<file path="config.mk">
export PLATFORM = sky130hd
export DESIGN_NAME = hz_ctrl
export DESIGN_NICKNAME = d
export VERILOG_FILES = /design/src/rtl/hz_pkg.sv /design/src/rtl/hz_fwd_sel.sv /design/src/rtl/hz_load_guard.sv /design/src/rtl/hz_ctrl.sv
export SDC_FILE = /design/constraint.sdc
export NUM_CORES = 1
export LEC_CHECK = 0
export BUFFER_PORTS_ARGS = -buffer_cell sky130_fd_sc_hd__buf_2
export CELL_PAD_IN_SITES_DETAIL_PLACEMENT = 0
export CELL_PAD_IN_SITES_GLOBAL_PLACEMENT = 2
export CORE_MARGIN = 5
export CORE_UTILIZATION = 16
export CTS_CLUSTER_SIZE = 30
export DETAILED_ROUTE_END_ITERATION = 6
export PLACE_DENSITY = 0.88
export REMOVE_ABC_BUFFERS = 1
export SKIP_LAST_GASP = 1
export SYNTH_ARGS = -nofsm -noshare
export SYNTH_HDL_FRONTEND = slang
export SYNTH_HIERARCHICAL = 1
export SYNTH_SLANG_ARGS = --single-unit
</file>
<file path="constraint.sdc">
create_clock -name clk -period 1.81 [get_ports clk]
set_input_delay 0.362 -clock clk [delete_from_list [all_inputs] [get_ports clk]]
set_output_delay 0.362 -clock clk [all_outputs]
set_load 0.03 [all_outputs]
</file>
<file path="src/rtl/hz_pkg.sv">
package hz_pkg;

    typedef enum logic [1:0] {
        FWD_RF    = 2'b00,
        FWD_MEMWB = 2'b01,
        FWD_EXMEM = 2'b10
    } fwd_sel_e;

    localparam int unsigned FWD_SEL_W = 2;

    // Newer producer first: an instruction in execute-to-memory is younger
    // than one in memory-to-writeback.
    function automatic fwd_sel_e pick_fwd(input logic ex_hit, input logic mw_hit);
        if (ex_hit) return FWD_EXMEM;
        if (mw_hit) return FWD_MEMWB;
        return FWD_RF;
    endfunction

endpackage

</file>
<file path="src/rtl/hz_fwd_sel.sv">
module hz_fwd_sel #(
    parameter int unsigned REG_ADDR_W = 5
) (
    input  logic                  clk,
    input  logic                  rst,
    input  logic [REG_ADDR_W-1:0] src_i,
    input  logic [REG_ADDR_W-1:0] exmem_rd_i,
    input  logic                  exmem_we_i,
    input  logic [REG_ADDR_W-1:0] memwb_rd_i,
    input  logic                  memwb_we_i,
    output logic [1:0]            sel_o
);
    import hz_pkg::*;

    logic     src_live;
    logic     ex_hit;
    logic     mw_hit;
    fwd_sel_e sel;

    always_comb begin
        src_live = (src_i != '0);
        ex_hit   = src_live && exmem_we_i && (exmem_rd_i == src_i);
        mw_hit   = src_live && memwb_we_i && (memwb_rd_i == src_i);
        sel      = pick_fwd(ex_hit, mw_hit);
        sel_o    = sel;
    end

    a_r1_legal_code: assert property (@(posedge clk) disable iff (rst)
        sel_o != 2'b11);

    a_r5_zero_src_uses_rf: assert property (@(posedge clk) disable iff (rst)
        (src_i == '0) |-> (sel_o == 2'b00));

    a_r4_exmem_wins: assert property (@(posedge clk) disable iff (rst)
        (exmem_we_i && memwb_we_i && exmem_rd_i == src_i && memwb_rd_i == src_i && src_i != '0)
        |-> (sel_o == 2'b10));

endmodule

</file>
<file path="src/rtl/hz_load_guard.sv">
module hz_load_guard #(
    parameter int unsigned REG_ADDR_W = 5
) (
    input  logic                  clk,
    input  logic                  rst,
    input  logic                  ld_i,
    input  logic [REG_ADDR_W-1:0] ld_rd_i,
    input  logic [REG_ADDR_W-1:0] use_rs_i,
    input  logic [REG_ADDR_W-1:0] use_rt_i,
    output logic                  stall_o
);
    logic hazard;
    logic stall_q;

    always_comb begin
        hazard  = ld_i && (ld_rd_i != '0) &&
                  ((ld_rd_i == use_rs_i) || (ld_rd_i == use_rt_i));
        stall_o = hazard && !stall_q;
    end

    always_ff @(posedge clk) begin
        if (rst) stall_q <= 1'b0;
        else     stall_q <= stall_o;
    end

    a_r9_single_cycle: assert property (@(posedge clk) disable iff (rst)
        stall_o |=> !stall_o);

    a_r7_needs_live_load: assert property (@(posedge clk) disable iff (rst)
        stall_o |-> (ld_i && ld_rd_i != '0));

endmodule

</file>
<file path="src/rtl/hz_ctrl.sv">
module hz_ctrl #(
    parameter int unsigned REG_ADDR_W = 5
) (
    input  logic                  clk,
    input  logic                  rst,
    input  logic [REG_ADDR_W-1:0] ifid_rs_i,
    input  logic [REG_ADDR_W-1:0] ifid_rt_i,
    input  logic [REG_ADDR_W-1:0] idex_rs_i,
    input  logic [REG_ADDR_W-1:0] idex_rt_i,
    input  logic [REG_ADDR_W-1:0] idex_rd_i,
    input  logic                  idex_memread_i,
    input  logic [REG_ADDR_W-1:0] exmem_rd_i,
    input  logic                  exmem_regwrite_i,
    input  logic [REG_ADDR_W-1:0] memwb_rd_i,
    input  logic                  memwb_regwrite_i,
    output logic [1:0]            fwd_a_o,
    output logic [1:0]            fwd_b_o,
    output logic                  stall_o,
    output logic                  bubble_o
);
    import hz_pkg::*;

    localparam int unsigned NUM_OPS = 2;

    logic [REG_ADDR_W-1:0] op_src [NUM_OPS];
    logic [FWD_SEL_W-1:0]  op_sel [NUM_OPS];
    logic                  hold;

    assign op_src[0] = idex_rs_i;
    assign op_src[1] = idex_rt_i;

    for (genvar g = 0; g < NUM_OPS; g++) begin : g_op
        hz_fwd_sel #(.REG_ADDR_W(REG_ADDR_W)) u_sel (
            .clk        (clk),
            .rst        (rst),
            .src_i      (op_src[g]),
            .exmem_rd_i (exmem_rd_i),
            .exmem_we_i (exmem_regwrite_i),
            .memwb_rd_i (memwb_rd_i),
            .memwb_we_i (memwb_regwrite_i),
            .sel_o      (op_sel[g])
        );
    end

    hz_load_guard #(.REG_ADDR_W(REG_ADDR_W)) u_guard (
        .clk      (clk),
        .rst      (rst),
        .ld_i     (idex_memread_i),
        .ld_rd_i  (idex_rd_i),
        .use_rs_i (ifid_rs_i),
        .use_rt_i (ifid_rt_i),
        .stall_o  (hold)
    );

    assign fwd_a_o  = op_sel[0];
    assign fwd_b_o  = op_sel[1];
    assign stall_o  = hold;
    assign bubble_o = hold;

    a_r8_bubble_follows_stall: assert property (@(posedge clk) disable iff (rst)
        stall_o |-> bubble_o);

endmodule

</file>
## Yosys cells after proc, flatten, opt, wreduce, memory -nomap -nowiden

Cells that the tools add are included.

- Output and inout bits: 6
- Bits in registers: 1
- Word-level logic and storage cells: 37
- Input port bits: 40

- Multiplexer cells: 14
- Reductions and logical operators: 16
- Equality and inequality tests: 6

Operator list:

| cell | count |
|---|---|
| $eq A5 B5 Y1 | 6 |
| $mux W2 | 8 |
| $reduce_bool A5 Y1 | 3 |
| $logic_and A1 B1 Y1 | 11 |
| $mux W1 | 6 |
| $logic_not A1 Y1 | 1 |
| $logic_or A1 B1 Y1 | 1 |

## Depth between registers and ports, before layout

- Depth after elaboration: 7
- Depth in mapped cells: 5
- Gate-level depth less buffers: 4

## Hierarchy

The synthesis kept the hierarchy.

By module, submodules not included:

| module | times used | cells each | seq. area each (um^2) | area each (um^2) |
|---|---|---|---|---|
| hz_fwd_sel | 2 | 19 | 0.0 | 146.4 |
| hz_load_guard | 1 | 21 | 20.0 | 172.7 |
| hz_ctrl | 1 | 1 | 0.0 | 7.5 |

## Least setup slack after synthesis

OpenSTA, ideal clock, no wires.

- Kind: input -> output
- Start: in idex_rs_i[2]
- End: out fwd_a_o[0]
- Path buffers: 0
- Cell stages on the path: 3
- Data required time: 1.448 ns
- Slack: -0.714 ns
- Arrival: 2.162 ns
- Cell sequence: xnor2_1 -> and2_1 -> a2111oi_0

- Longest elaborated chain between the ends: 7
- Elaborated cells between the ends (all ways): 13
- Classes of those cells: eq/ne (2); mux (6); reduce/logical (5)

Ends and longest elaborated chain:

| element | RTL line | source |
|---|---|---|
| start: declaration | hz_ctrl.sv:8 | `input logic [REG_ADDR_W-1:0] idex_rs_i,` |
| $reduce_bool A5 Y1 | hz_fwd_sel.sv:21 | `src_live = (src_i != '0);` |
| $logic_and A1 B1 Y1 (2 in series) | hz_fwd_sel.sv:23 | `mw_hit = src_live && memwb_we_i && (memwb_rd_i == src_i);` |
| $mux W1 (2 in series) | hz_pkg.sv:15 | `if (mw_hit) return FWD_MEMWB;` |
| $mux W2 | hz_pkg.sv:16 | `return FWD_RF;` |
| $mux W2 (*) | hz_pkg.sv:15 |  |
| end: declaration | hz_ctrl.sv:16 | `output logic [1:0] fwd_a_o,` |

Mark *: on every way between the ends. The rest lies on a longest branch, timed or not. The select of a mux whose other input is x is not followed.

## Final worst setup path

- Start: in idex_rs_i[3]
- End: out fwd_a_o[1]

Same word-level chain as after synthesis.

==> flow_summary_export.csv <==
group,metric,value,unit
routing,drt_iter0_markers,6,
final_layout,syn_to_final_growth,70.4,%
pwr,ir_drop,0.0641,mV
worst_setup_path,worstPathArrival,1.41,ns
final_layout,largestRegisters,"u_guard/stall_q (1)",
clock_tree,clkTransAtPathRegs,0,ns
floorplanning,num_io_pins,46,
floorplanning,dieHeight,64.4,um
worst_setup_path,start_kind,"primary input",
final_layout,nets,146,
routing,dr.pass1.iters,4,
sta,min_period,1.77,ns
grt,grt_usage,7.14,%
status,status,"complete, no violations",
logic_synthesis,syn_area,473,um^2
placed_design,place_congestion,0.778,
sta,slew_violations,0,
final_layout,fillers,316,
final_layout,insertedDiodeCount,0,
pwr,leakage,0.000368,uW
sta,fin_ws,0.0363,ns
final_layout,top_register,"u_guard/stall_q",
final_layout,layout_commonest_cell,"buf_2",
logic_synthesis,ys_ff_latch,1,
grt,grt.overflow.total,0,
sta,setup_violations,0,
sta,slew_headroom,78.9,%
grt,grt_pass1_wl,2.46,mm
logic_synthesis,synth_cells,60,
floorplanning,die_area,4140,um^2
routing,vias_per_cell,4.30,
sta,rsz0062_at_grt,"yes",
sta,worst_slew_pin_slew,0.309,ns
sta,hold_viol,0,
min_path,worstHoldPathCells,2,
placed_design,post-place-ws,-0.0364,ns
worst_setup_path,cp.required,1.45,ns
sta,fin_crit_sh,98.0,%
logic_synthesis,avgSynthCellArea,7.88,um^2
placed_design,dp_hpwl,1.58,mm
placed_design,place_inst,134,
sta,setup-tns-final,0,ns
worst_setup_path,worstSetupPathType,"in -> out",
grt,grt_start_max_net_pins,4,
job,max_cap_viol_count,0,
routing,ant_nets,0,
min_path,worstHoldPathType,"reg -> reg",
final_layout,largest_reg_flops,1,
logic_synthesis,ys_seq_area_share,4.23,%
worst_setup_path,ff2ff_path_depth,2,
clock_tree,cts_hold_buf,0,
sta,fin_worst_skew,0,ns
final_layout,final_cells,135,
worst_setup_path,endpoint_kind,"primary output",
clock_tree,insertion_delay,0,ns
floorplanning,die_w,64.4,um
pwr,p_total,190,uW
routing,drt_wl_total,1.77,mm
logic_synthesis,synth_cell_types,17,
grt,antenna_found_initial,0,
floorplanning,coreArea,2810,um^2
placed_design,port_buffers,45,
worst_setup_path,cp_max_fo,3,
routing,vias,581,
sta,fmax,564,MHz
final_layout,layout-drive-gt1-share,55.8,%
routing,drc,0,
logic_synthesis,yosysWarnings,6,
floorplanning,start_util,16.9,%
pwr,power_density,236,nW/um^2
final_layout,mostFrequentLayoutCells,"37 x buf_2, 18 x xor2_1, 12 x xnor2_1",
grt,grt_pass1_vias,600,
routing,post_drt_wl_per_cell,13.1,um
floorplanning,rows,19,
[Yosys cell counts]
cell | number | area share (%)
and2_1 | 2 | 2.6
xnor2_1 | 12 | 22
buf_4 | 3 | 4.8
nand2b_1 | 1 | 1.3
nor2_1 | 5 | 4.0
xor2_1 | 18 | 33
a2111oi_0 | 2 | 3.7
nor4_2 | 1 | 2.6
nor3_2 | 1 | 2.1
a22oi_1 | 1 | 1.6
nand4_1 | 2 | 2.6
and3b_1 | 2 | 3.7
nand2_1 | 2 | 1.6
or4_1 | 3 | 4.8
nor4_1 | 2 | 2.6
nor3_1 | 2 | 2.1
dfxtp_1 | 1 | 4.2
[path summary, 6_finish.rpt]
path                                            startpoint                    endpoint  slack (ns)
worst max register to register  u_guard/stall_q$_SDFF_PP0_  u_guard/stall_q$_SDFF_PP0_        1.15
worst min register to register  u_guard/stall_q$_SDFF_PP0_  u_guard/stall_q$_SDFF_PP0_        0.52
worst max-delay path                          idex_rs_i[3]                  fwd_a_o[1]        0.04
worst min-delay path            u_guard/stall_q$_SDFF_PP0_  u_guard/stall_q$_SDFF_PP0_        0.52
[power breakdown]
group / switching, uW / internal, uW / total, uW
sequential: 0.0535 / 22.9 / 23.0
combinational: 79.8 / 87.0 / 167
clock: 0 / 0 / 0
[cells by family (layout without fill, tap and decap cells)]
family,after synthesis,in the layout,synth area share [%]
simple gates,23,23,30.2
compound gates,3,3,5.29
xor+xnor,30,30,55.6
buf+inv,3,47,4.76
flops,1,1,4.23
[critical path, cell delays in order]
cell and delay, ns:
buf_6 0.10, or4_4 0.52, nor2_2 0.10, and3b_1 0.19
buf_6 0.14
[routing by layer]
metal | global-route usage [%] | vias to the layer above | part of all wire (%)
li1 | - | 296 | -
met5 | 0 | - | 0
met1 | 7.34 | 255 | 39
met4 | 0 | 0 | 0
met2 | 14.7 | 30 | 50
met3 | 2.28 | 0 | 11
[layout make-up]
class                   count  area (um^2)  share of cell area, %
repair buffers             47          283                   35.1
well taps                  31         38.8                   4.81
flip-flops and latches      1         20.0                   2.48
multi-input cells          56          464                   57.6
[through the flow]
| step | util [%] | cell area (um^2) | hold WS (ns) |
|---|---|---|---|
| floorplan | - | 450 | 0.433 |
| global placement | 25.7 | 722 | 0.505 |
| detailed placement | 25.7 | 722 | 0.516 |
| CTS | 27.3 | 764 | 0.506 |
| global route | 28.7 | 806 | 0.547 |
| finish | 28.7 | 806 | 0.521 |
[what timing repair did]
item	in CTS	in global routing
pin swaps	5	5
endpoints found under the setup margin	4	6
cloned	0	0
setup buffers	0	1
gates resized for setup	14	9
Note: power is estimated with default switching activity, not from simulation.
